$ cat config.mk
export PLATFORM = sky130hd
export DESIGN_NAME = vbr_eval
export DESIGN_NICKNAME = d
export VERILOG_FILES = /design/src/rtl/vbr_pkg.sv /design/src/rtl/vbr_mode_dec.sv /design/src/rtl/vbr_elem_test.sv /design/src/rtl/vbr_eval.sv
export SDC_FILE = /design/constraint.sdc
export NUM_CORES = 1
export LEC_CHECK = 0
export ABC_AREA = 1
export ABC_CLOCK_PERIOD_IN_PS = 2600
export BUFFER_PORTS_ARGS = -buffer_cell sky130_fd_sc_hd__buf_4
export CAP_MARGIN = 40
export CORE_AREA = 2 2 105 107
export DETAILED_ROUTE_END_ITERATION = 10
export DIE_AREA = 0 0 107 109
export HOLD_SLACK_MARGIN = 0.1
export PLACE_DENSITY = 0.79
export SLEW_MARGIN = 20
export SYNTH_ARGS = -nofsm -noshare
export SYNTH_HDL_FRONTEND = slang
export SYNTH_SLANG_ARGS = --single-unit
$ cat constraint.sdc
create_clock -name clk_i -period 2.6 [get_ports clk_i]
set_input_delay 0.26 -clock clk_i [delete_from_list [all_inputs] [get_ports clk_i]]
set_output_delay 0.26 -clock clk_i [all_outputs]
set_load 0.05 [all_outputs]
$ cat src/rtl/vbr_pkg.sv
package vbr_pkg;
  typedef enum logic [1:0] {
    MODE_NORM       = 2'd0,
    MODE_VLSET      = 2'd1,
    MODE_STEP       = 2'd2,
    MODE_STEP_VLSET = 2'd3
  } vbr_mode_e;

  typedef struct packed {
    logic vlset;  // truncate VL at first failure
    logic vli;    // truncation includes failing element
    logic subst;  // substitute bit for masked elements
    logic all;    // AND merge
    logic sz;     // test masked elements instead of skipping
  } vbr_ctl_t;
endpackage

$ cat src/rtl/vbr_mode_dec.sv
module vbr_mode_dec
  import vbr_pkg::*;
(
  input  logic [4:0] mode_i,
  output vbr_ctl_t   ctl_o
);
  vbr_mode_e mode;
  assign mode = vbr_mode_e'(mode_i[1:0]);

  always_comb begin
    ctl_o.vlset = (mode == MODE_VLSET) || (mode == MODE_STEP_VLSET);
    // bit 2 is shared: VLI in VL-set modes, substitute bit otherwise
    ctl_o.vli   = ctl_o.vlset & mode_i[2];
    ctl_o.subst = ~ctl_o.vlset & mode_i[2];
    ctl_o.all   = mode_i[3];
    ctl_o.sz    = mode_i[4];
  end
endmodule

$ cat src/rtl/vbr_elem_test.sv
module vbr_elem_test (
  input  logic [3:0] field_i,
  input  logic [1:0] bit_sel_i,
  input  logic       pred_i,
  input  logic       sz_i,
  input  logic       subst_i,
  input  logic [1:0] bo_i,
  output logic       skip_o,
  output logic       ok_o,
  output logic       counted_o
);
  logic test_bit;

  always_comb begin
    test_bit  = pred_i ? field_i[bit_sel_i] : subst_i;
    ok_o      = bo_i[0] | ~(test_bit ^ bo_i[1]);
    skip_o    = ~pred_i & ~sz_i;
    counted_o = pred_i;
  end
endmodule

$ cat src/rtl/vbr_eval.sv
module vbr_eval
  import vbr_pkg::*;
#(
  parameter int MAX_VL  = 64,
  parameter int NFIELDS = 128
) (
  input  logic                              clk_i,
  input  logic                              rst_ni,
  input  logic                              start_i,
  input  logic [$clog2(MAX_VL+1)-1:0]       vl_i,
  input  logic [MAX_VL-1:0]                 pred_i,
  input  logic [4:0]                        sel_i,
  input  logic [1:0]                        bo_i,
  input  logic [4:0]                        mode_i,
  output logic [$clog2(NFIELDS)-1:0]        crf_idx_o,
  input  logic [3:0]                        crf_data_i,
  output logic                              done_o,
  output logic                              taken_o,
  output logic [$clog2(MAX_VL+1)-1:0]       new_vl_o,
  output logic                              vl_update_o,
  output logic [$clog2(MAX_VL+1)-1:0]       dec_count_o
);
  localparam int VLW = $clog2(MAX_VL + 1);
  localparam int PIW = $clog2(MAX_VL);
  localparam int FW  = $clog2(NFIELDS);

  logic              busy_q, done_q, acc_q, taken_q, upd_q;
  logic [VLW-1:0]    idx_q, vl_q, cnt_q, dec_q, nvl_q;
  logic [MAX_VL-1:0] pred_q;
  logic [4:0]        sel_q, mode_q;
  logic [1:0]        bo_q;
  vbr_ctl_t          ctl;

  logic              el_skip, el_ok, el_cnt;
  logic              acc_nx, vfail, brk, last, fin;
  logic [VLW-1:0]    idx_inc, cnt_nx;
  logic [FW-1:0]     base;

  vbr_mode_dec u_dec (.mode_i(mode_q), .ctl_o(ctl));

  // base field group from the selector's top bits, element offset wraps
  assign base      = {sel_q[4:2], {(FW-3){1'b0}}};
  assign crf_idx_o = base + FW'(idx_q);

  vbr_elem_test u_test (
    .field_i  (crf_data_i),
    .bit_sel_i(sel_q[1:0]),
    .pred_i   (pred_q[idx_q[PIW-1:0]]),
    .sz_i     (ctl.sz),
    .subst_i  (ctl.subst),
    .bo_i     (bo_q),
    .skip_o   (el_skip),
    .ok_o     (el_ok),
    .counted_o(el_cnt)
  );

  always_comb begin
    idx_inc = idx_q + 1'b1;
    cnt_nx  = cnt_q + VLW'(el_cnt);
    if (el_skip)      acc_nx = acc_q;
    else if (ctl.all) acc_nx = acc_q & el_ok;
    else              acc_nx = acc_q | el_ok;
    vfail = ctl.vlset & ~el_skip & ~el_ok;
    brk   = ~el_skip & (ctl.all ? ~el_ok : el_ok);
    last  = (idx_inc == vl_q);
    fin   = vfail | brk | last;
  end

  always_ff @(posedge clk_i or negedge rst_ni) begin
    if (!rst_ni) begin
      busy_q  <= 1'b0;
      done_q  <= 1'b0;
      acc_q   <= 1'b0;
      taken_q <= 1'b0;
      upd_q   <= 1'b0;
      idx_q   <= '0;
      vl_q    <= '0;
      cnt_q   <= '0;
      dec_q   <= '0;
      nvl_q   <= '0;
      pred_q  <= '0;
      sel_q   <= '0;
      mode_q  <= '0;
      bo_q    <= '0;
    end else begin
      done_q <= 1'b0;
      if (!busy_q) begin
        if (start_i) begin
          vl_q   <= vl_i;
          pred_q <= pred_i;
          sel_q  <= sel_i;
          bo_q   <= bo_i;
          mode_q <= mode_i;
          idx_q  <= '0;
          cnt_q  <= '0;
          dec_q  <= '0;
          upd_q  <= 1'b0;
          nvl_q  <= vl_i;
          acc_q  <= ~mode_i[3];
          if (vl_i == '0) begin
            done_q  <= 1'b1;
            taken_q <= ~mode_i[3];
          end else begin
            busy_q <= 1'b1;
          end
        end
      end else begin
        acc_q <= acc_nx;
        cnt_q <= cnt_nx;
        idx_q <= idx_inc;
        if (fin) begin
          busy_q  <= 1'b0;
          done_q  <= 1'b1;
          taken_q <= acc_nx;
          dec_q   <= cnt_nx;
        end
        if (vfail) begin
          upd_q <= 1'b1;
          nvl_q <= ctl.vli ? idx_inc : idx_q;
        end
      end
    end
  end

  assign done_o      = done_q;
  assign taken_o     = taken_q;
  assign new_vl_o    = nvl_q;
  assign vl_update_o = upd_q;
  assign dec_count_o = dec_q;

  a_r11_done_pulse: assert property (@(posedge clk_i) disable iff (!rst_ni)
    done_o |=> !done_o);
  a_r11_hold_idle: assert property (@(posedge clk_i) disable iff (!rst_ni)
    (!busy_q && !start_i) |=> ($stable(taken_o) && $stable(dec_count_o)
                               && $stable(new_vl_o) && $stable(vl_update_o)));
  a_r12_busy_lock: assert property (@(posedge clk_i) disable iff (!rst_ni)
    (busy_q && start_i) |=> ($stable(vl_q) && $stable(mode_q)));
  a_r5_idx_range: assert property (@(posedge clk_i) disable iff (!rst_ni)
    busy_q |-> (idx_q < vl_q));
  a_r9_dec_bound: assert property (@(posedge clk_i) disable iff (!rst_ni)
    dec_count_o <= vl_q);
  a_r8_newvl_bound: assert property (@(posedge clk_i) disable iff (!rst_ni)
    vl_update_o |-> (new_vl_o <= vl_q));
endmodule

**Yosys cells after proc, flatten, opt, wreduce, memory -nomap -nowiden**

Cells that the tools add are included.

- Output and inout port bits: 24
- Bits in registers: 116
- Word-level logic and storage cells: 86
- Input bits: 90

- Multiplexer cells: 34
- Eq/ne operators: 5
- Order comparisons: 2
- Add/subtract/negate cells: 3
- Bitwise operators: 20
- Reductions and logical operators: 8

Operators with widths:

| cell | count |
|---|---|
| two-way mux 7 bit | 9 |
| two-way mux 1 bit | 23 |
| inverter 1 bit | 8 |
| adder 7 x 1 -> 7 bit | 1 |
| adder 7 x 1 -> 7 bit (second input constant) | 1 |
| adder 7 bit | 1 |
| bitwise AND 1 bit | 7 |
| equality test 7 bit | 1 |
| zero test 7 bit | 1 |
| < comparator 6 x 7 -> 1 bit (second input constant) | 1 |
| binary-select mux 1 bit (select 6 bit) | 1 |
| AND reduction 2 bit | 3 |
| inequality test 2 x 1 -> 1 bit (second input constant) | 2 |
| OR 1 bit | 4 |
| nonzero test 2 bit | 2 |
| < comparator 2 x 3 -> 1 bit (second input constant) | 1 |
| AND reduction 3 bit | 1 |
| binary-select mux 1 bit (select 2 bit) | 1 |
| equality test 2 x 1 -> 1 bit (second input constant) | 1 |
| equality test 2 bit (second input constant) | 1 |
| logical OR 1 bit | 1 |
| bitwise XOR 1 bit | 1 |

**Depth between registers and ports, before layout**

Gate-level depths: netlist of the first run.

- Word-level depth: 15
- Gate-level depth with buffers: 21
- Gate-level depth less buffers: 21

**Modules after synthesis**

From an unflattened synthesis of the first run, not the netlist that was laid out.

- Cells, all modules: 742
- Area, all modules: 5728.0 sq um

By module, submodules not included:

| module | area an instance (sq um) | times used | cells each | seq. area each (sq um) |
|---|---|---|---|---|
| vbr_eval | 5577.8 | 1 | 711 | 2902.8 |
| vbr_elem_test | 116.4 | 1 | 24 | 0.0 |
| vbr_mode_dec | 33.8 | 1 | 7 | 0.0 |

**Least setup slack after synthesis of the first run**

Ideal clock, no wire load.

- Kind: register to register
- From: reg idx_q[0]
- To: reg cnt_q[6]
- Setup time: 129 ps
- Clock period less this slack: 2286 ps
- Slack: 314 ps
- Data required time: 2471 ps
- Path buffers: 2
- Stages on the path, launching flop included: 19
- Arrival time: 2157 ps
- Path through: dfrtp_1 -> buf_4 -> buf_4 -> nand2_1 -> nand3_1 -> nand3_1 -> nand3_1 -> nand3_1 -> nand3_2 -> nand2_2 -> inv_1 -> ha_1 -> ha_1 -> nand2_1 -> nor3_1 -> inv_1 -> nor3_1 -> nor3_1 -> o21bai_1

- Longest elaborated chain between the ends: 4

Ends and longest elaborated chain:

| what | line | source |
|---|---|---|
| start, declared | vbr_eval.sv:28 | `logic [VLW-1:0] idx_q, vl_q, cnt_q, dec_q, nvl_q;` |
| start signal, assigned | vbr_eval.sv:110 | `idx_q <= idx_inc;` |
| binary-select mux 1 bit (select 6 bit) | vbr_eval.sv:48 | `.pred_i (pred_q[idx_q[PIW-1:0]]),` |
| two-way mux 1 bit (implied by the code) | vbr_eval.sv:48 |  |
| adder 7 x 1 -> 7 bit | vbr_eval.sv:59 | `cnt_nx = cnt_q + VLW'(el_cnt);` |
| two-way mux 7 bit | vbr_eval.sv:87 | `if (!busy_q) begin` |
| end signal, assigned | vbr_eval.sv:109 | `cnt_q <= cnt_nx;` |
| end, declared | vbr_eval.sv:28 |  |

Every way passes these cells. The select of a mux whose other input is x is not followed.
A chain may end at the register's enable or synchronous reset.

**Worst setup path in the final report of the first run**

Ends and elaborated chain as after synthesis.

==> metrics.txt, run 1 <==
status finished, violations left; violated checks setup timing; most common cell after layout, fill and taps aside nand2_1; vias in the first global route 5,641; slew margin rel. 63.4%; First-pass DRT Iterations 5; Worst Max-Slew Pin Slew 0.548 ns; Num CTS Buffers 17; share of cells above drive strength 1 24.0%; Row Count 38; Hold Crit Class primary input to async pin; area of the multi-input gates 2690 um2; H-tree lvl count 4; io pins 114; drt drc 0; post-synthesis sequential area ratio 50.6%; register area 2880 um2; #FFs+latches synth 115; Via density 5.34; total grt overflow 0; crit path launch type flip-flop; Area Growth Syn to Fin 47.8%; CP endpoint kind flip-flop; initial antenna violation count 0; Synth warnings 0; starting density of the core 53.6%; final clock skew 0.0116 ns; vias 5,851; Post-synth EDFFs 0; maximum clock rate 384 MHz; number of nets in the layout 1,038; Tmin final 2.60 ns; Slew Limit Fails 0; Final Hold Vio Count 0; die height 109 um; synthesized instance count 741; RSZ-0062 raised after global routing true; Util after Layout 79.2%; deepest clock path buffer count 2; WL final 17,300 um; pwr dens 1200 nW/um2; commonest non-fill, non-tap cells in the layout 369 x nand2_1, 126 x buf_4, 113 x dfrtp_1, 84 x dlygate4sd3_1, 49 x nand3_1; clk sink count 115; core footprint 10,600 um2; Synth cell types 38; Fillers 668; CP Max Fanout 6; Synth async-reset ratio 100%; diodes inserted 0; Worst-Skew Late Latency 0.51 ns; VDD IR-drop max 0.889 mV; global placer's final weighted congestion 0.849; WL/cell 15.8 um; Arr. time, crit path 2.97 ns; CP Class flip-flop to flip-flop; endpoints failing setup 1; Reg-to-Reg Start idx_q[0]; Total Power 0.0101 W; Setup WS post-layout -0.00331 ns; Reg clk slew, reported paths 0.06 ns; first-pass GRT wire length 26,000 um; Mapped Area 5680 um2; average cell area after synthesis 7.67 um2; main flop type after synthesis dfrtp_1; Root Driver clkbuf_8; setup TNS -0.00331 ns; pin count of the biggest net entering global routing 91; crit path from idx_q[0]; max-cap violation count 0; initial DRC count 543; antenna viol nets, final 0; Syn Nets 836; Detail Placement HPWL 9600 um; full die area 11,700 um2; DIE WIDTH 107 um; Critical Path RT 2.97 ns; final period utilization 100%; total track usage 28.7%; Port Buffers 112; Lkg Pwr 4.33 nW; CTS tree done
[Yosys cell counts (6+ instances only)]
cell type,number,share of area [%]
buf_2,6,0.53
inv_1,29,1.9
nand3_1,57,5.0
nor2_1,22,1.5
buf_4,7,0.92
nand2_1,377,25
dfrtp_1,115,51
o22ai_1,9,0.99
o21ai_0,19,1.7
clkbuf_1,22,1.5
a21oi_1,15,1.3
nand2_2,6,0.66
[cell type report]
class,instances,area share [%]
clock inverter,10,1.31
sequential,115,34.3
inverter,33,1.62
clock buffer,22,5.16
multi-input combinational,556,32.1
timing repair buffer,220,23.5
tap,140,2.09
[final timing paths]
check | slack, ns | cells past startpoint | end
setup / recovery | -0.003 | 18 | cnt_q[6]
hold / removal | 0.25 | 2 | cnt_q[3]
setup reg to reg | -0.003 | 18 | cnt_q[6]
hold reg to reg | 0.47 | 2 | pred_q[31]
max in group asynchronous | 1.51 | 3 | idx_q[0]
min in group clk_i | 0.47 | 2 | pred_q[31]
[stage by stage]
stage | std cells | worst slack, ns | hold WS [ns] | area [um2]
after floorplan | 741 | 0.314 | -0.0356 | 5680
after global placement | 971 | 0.0332 | 0.242 | 6680
after detailed placement | 971 | -0.00106 | 0.247 | 6680
after global routing | 1096 | -0.180 | 0.279 | 8400
final | 1096 | -0.00331 | 0.246 | 8400
after CTS | 1087 | 0.0413 | 0.255 | 8070
[state kept, by name (all words and copies together) (netlist names)]
register and flops:
vl_q 7, acc_q 1, vl_update_o 1, bo_q 2
busy_q 1, new_vl_o 7, idx_q 7, cnt_q 7
sel_q 5, pred_q 64, taken_o 1, mode_q 4
done_o 1, dec_count_o 7
[kinds of logic (layout without fill, tap and decap cells)]
kind of cell,Yosys count,after routing,synth area share [%]
buffers and inverters,72,285,5.75
AND/OR/NAND/NOR,484,486,35.1
XOR/XNOR,7,7,1.21
adder cells (fa/ha/maj),5,5,1.23
AO/OA/AOI/OAI,58,58,6.01
flip-flops,115,115,50.6
[critical path: stages, from the launching register on]
cell       delay, ns
dfrtp_2         0.46
clkinv_4        0.13
clkbuf_16       0.16
nand2_1         0.06
nand3_2         0.06
nand3_1         0.09
nand3_1         0.10
nand3_2         0.09
nand3_2         0.10
nand2_2         0.08
inv_2           0.08
ha_4            0.14
ha_4            0.14
nand2_4         0.06
nor3_4          0.22
inv_2           0.06
nor3_2          0.17
nor3_2          0.07
o21bai_1        0.18
[where the power goes]
group          internal (W)  leakage [nW]  total, W  switching [W]
logic               0.00176          2.64   0.00476        0.00300
registers           0.00259          1.44   0.00315       0.000563
clock network       0.00135         0.255   0.00217       0.000815
total               0.00570          4.33    0.0101        0.00438
[layer usage]
metal	track usage, %	routed length, um	up-vias
met3	5.62	1270	36
li1	-	-	2750
met4	11.2	326	0
met2	49.9	9120	280
met1	35.6	6590	2785
met5	0	0	-
[repair_timing]
item                       4_1_cts  5_1_grt
setup buffers                    0        3
pin swaps                        0       16
hold buffers                    84        0
resized for setup                3       52
setup endpoints to repair        1       19
hold endpoints to repair       123        0
gates cloned                     0        5
Note: power is estimated with default switching activity, not from simulation.
==> inputs of run 2 (changes only) <==
CTS_BUF_LIST = sky130_fd_sc_hd__clkbuf_8   (was unset)
==> metrics.txt, run 2 (synthesis gave the netlist of run 1 again) <==
Worst Max-Slew Pin Slew 0.818 ns (was 0.548 ns); Port Buffers 112 (unchanged); CP endpoint kind flip-flop (unchanged); number of nets in the layout 1,039 (was 1,038); antenna viol nets, final 0 (unchanged); Lkg Pwr 4.29 nW (was 4.33 nW); violated checks setup timing (unchanged); die height 109 um (unchanged); RSZ-0062 raised after global routing true (unchanged); Util after Layout 77.6% (was 79.2%); deepest clock path buffer count 2 (unchanged); Reg clk slew, reported paths 0.07 ns (was 0.06 ns); slew margin rel. 45.4% (was 63.4%); most used routing layer met2 (unchanged); pin count of the biggest net entering global routing 91 (unchanged); CP max stage delay 0.46 ns (about the same); worst path cell trace clkinv_4 > clkbuf_16 > nand2_1 > nand2_2 > a21oi_1 > nand3_1 > nand3_2 > nand3_4 > nand2_2 > inv_2 > ha_4 > ha_4 > nand2_4 > nor3_4 > inv_2 > nor3_2 > nor3_2 > o21bai_1 (was clkinv_4 > clkbuf_16 > nand2_1 > nand3_2 > nand3_1 > nand3_1 > nand3_2 > nand3_2 > nand2_2 > inv_2 > ha_4 > ha_4 > nand2_4 > nor3_4 > inv_2 > nor3_2 > nor3_2 > o21bai_1); commonest non-fill, non-tap cells in the layout 369 x nand2_1, 130 x buf_4, 113 x dfrtp_1, 83 x dlygate4sd3_1, 44 x nand3_1 (was 369 x nand2_1, 126 x buf_4, 113 x dfrtp_1, 84 x dlygate4sd3_1, 49 x nand3_1); Total Power 0.00937 W (was 0.0101 W); most common cell after layout, fill and taps aside nand2_1 (unchanged); GR Util met3 6.52% (was 5.62%); Root Driver clkbuf_8 (unchanged); Final Hold Vio Count 0 (unchanged); first-pass GRT wire length 25,500 um (was 26,000 um); total track usage 27.8% (was 28.7%); Num CTS Buffers 17 (unchanged); Critical Path RT 2.89 ns (was 2.97 ns); share of cells above drive strength 1 24.6% (was 24.0%); Fin Hold WS 0.138 ns (was 0.246 ns); Area Growth Syn to Fin 44.9% (was 47.8%); H-tree lvl count 4 (unchanged); max-cap violation count 0 (unchanged); final period utilization 101% (was 100%); initial antenna violation count 0 (unchanged); global placer's final weighted congestion 0.849 (unchanged); WL final 16,400 um (was 17,300 um); Setup WS post-layout -0.0318 ns (was -0.00331 ns); Post-Place Worst Slack -0.00106 ns (unchanged); initial DRC count 452 (was 543); met1 Use GR 34.0% (was 35.6%); Hold Crit Class primary input to flip-flop (was primary input to async pin); io pins 114 (unchanged); WL/cell 15.0 um (was 15.8 um); starting density of the core 53.6% (unchanged); clk sink count 115 (unchanged); total grt overflow 0 (unchanged); First-pass DRT Iterations 5 (unchanged); met2 Usage GRT 48.4% (was 49.9%); core footprint 10,600 um2 (unchanged); Worst-Skew Late Latency 0.42 ns (was 0.51 ns); VDD IR-drop max 0.869 mV (was 0.889 mV); crit path launch type flip-flop (unchanged); max reg flops 64 (unchanged); drt drc 0 (unchanged); CTS tree done (unchanged); maximum clock rate 380 MHz (was 384 MHz); Worst path slowest cell dfrtp_2 (unchanged); vias 5,754 (was 5,851); Detail Placement HPWL 9600 um (unchanged); largest register by flop count pred_q (unchanged); full die area 11,700 um2 (unchanged); Via density 5.25 (was 5.34); Row Count 38 (unchanged); DIE WIDTH 107 um (unchanged); endpoints failing setup 1 (unchanged); CP Max Fanout 10 (was 6); CP Class flip-flop to flip-flop (unchanged); status finished, violations left (unchanged); final clock skew 0.0112 ns (was 0.0116 ns); pwr dens 1140 nW/um2 (was 1200 nW/um2); vias in the first global route 5,633 (was 5,641); diodes inserted 0 (unchanged); Slew Limit Fails 0 (unchanged); Tmin final 2.63 ns (was 2.60 ns); Arr. time, crit path 2.92 ns (was 2.97 ns)
run 2: cell count changes in the layout (fill, tap and decap cells not counted), moves of 4 or more:
cell	delta
clkbuf_16	-16
buf_4	+4
clkbuf_8	+16
nand3_1	-5
inv_1	+5
clkbuf_1	-5
nand3_2	+4
run 2: worst max-delay path, delay by kind of cell, from the launching register on:
family                     cells  cell delay (ns)
AOI/OAI and AO/OA              2             0.26
adders and majority gates      2             0.28
buffers and inverters          4             0.43
DFF                            1             0.46
and+or+nand+nor               10             1.05
run 2: timing repair:
action	CTS	global route
buffers inserted	0	7
endpoints found under the hold margin	116	0
resized for setup	4	55
hold buffers	83	0
setup endpoints to repair	1	19
pin swaps	0	22
cloned	0	4
run 2: worst paths after layout:
path | startpoint | to | slack [ns] | cells after the start
hold / removal | start_i | busy_q | 0.14 | 3
setup / recovery | idx_q[0] | cnt_q[6] | -0.03 | 18
max in group asynchronous | rst_ni | idx_q[0] | 1.43 | 3
hold reg to reg | pred_q[31] | pred_q[31] | 0.48 | 2
setup reg to reg | idx_q[0] | cnt_q[6] | -0.03 | 18
min in group asynchronous | rst_ni | cnt_q[3] | 0.34 | 2
run 2: power breakdown:
part / switching [W] / internal, W / leakage (nW) / total [W]
registers: 0.000547 / 0.00259 / 1.44 / 0.00313
clock network: 0.000719 / 0.000824 / 0.193 / 0.00154
logic: 0.00295 / 0.00175 / 2.66 / 0.00470
total: 0.00422 / 0.00516 / 4.29 / 0.00937
run 2: layout make-up:
type                       count  area (um2)
sequential                   115        2880
multi-input combinational    556        2720
fill                         728        2370
timing repair buffer         221        1960
clock buffer                  17         234
tap                          140         175
inverter                      33         136
clock inverter                15         129
run 2: through the flow:
step / area (um2) / TNS (ns) / std cells
after CTS: 7880 / 0 / 1086
final: 8230 / -0.0318 / 1097
after floorplan: 5680 / 0 / 741
after global routing: 8230 / -1.81 / 1097
after global placement: 6680 / 0 / 971
after detailed placement: 6680 / -0.00106 / 971
run 2: per-layer routing:
metal / vias to the layer above / wire [um] / part of all wire [%]
met1: 2719 / 6530 / 40
met5: - / 0 / 0
met3: 36 / 1160 / 7.0
met4: 0 / 337 / 2.1
li1: 2753 / - / -
met2: 246 / 8400 / 51
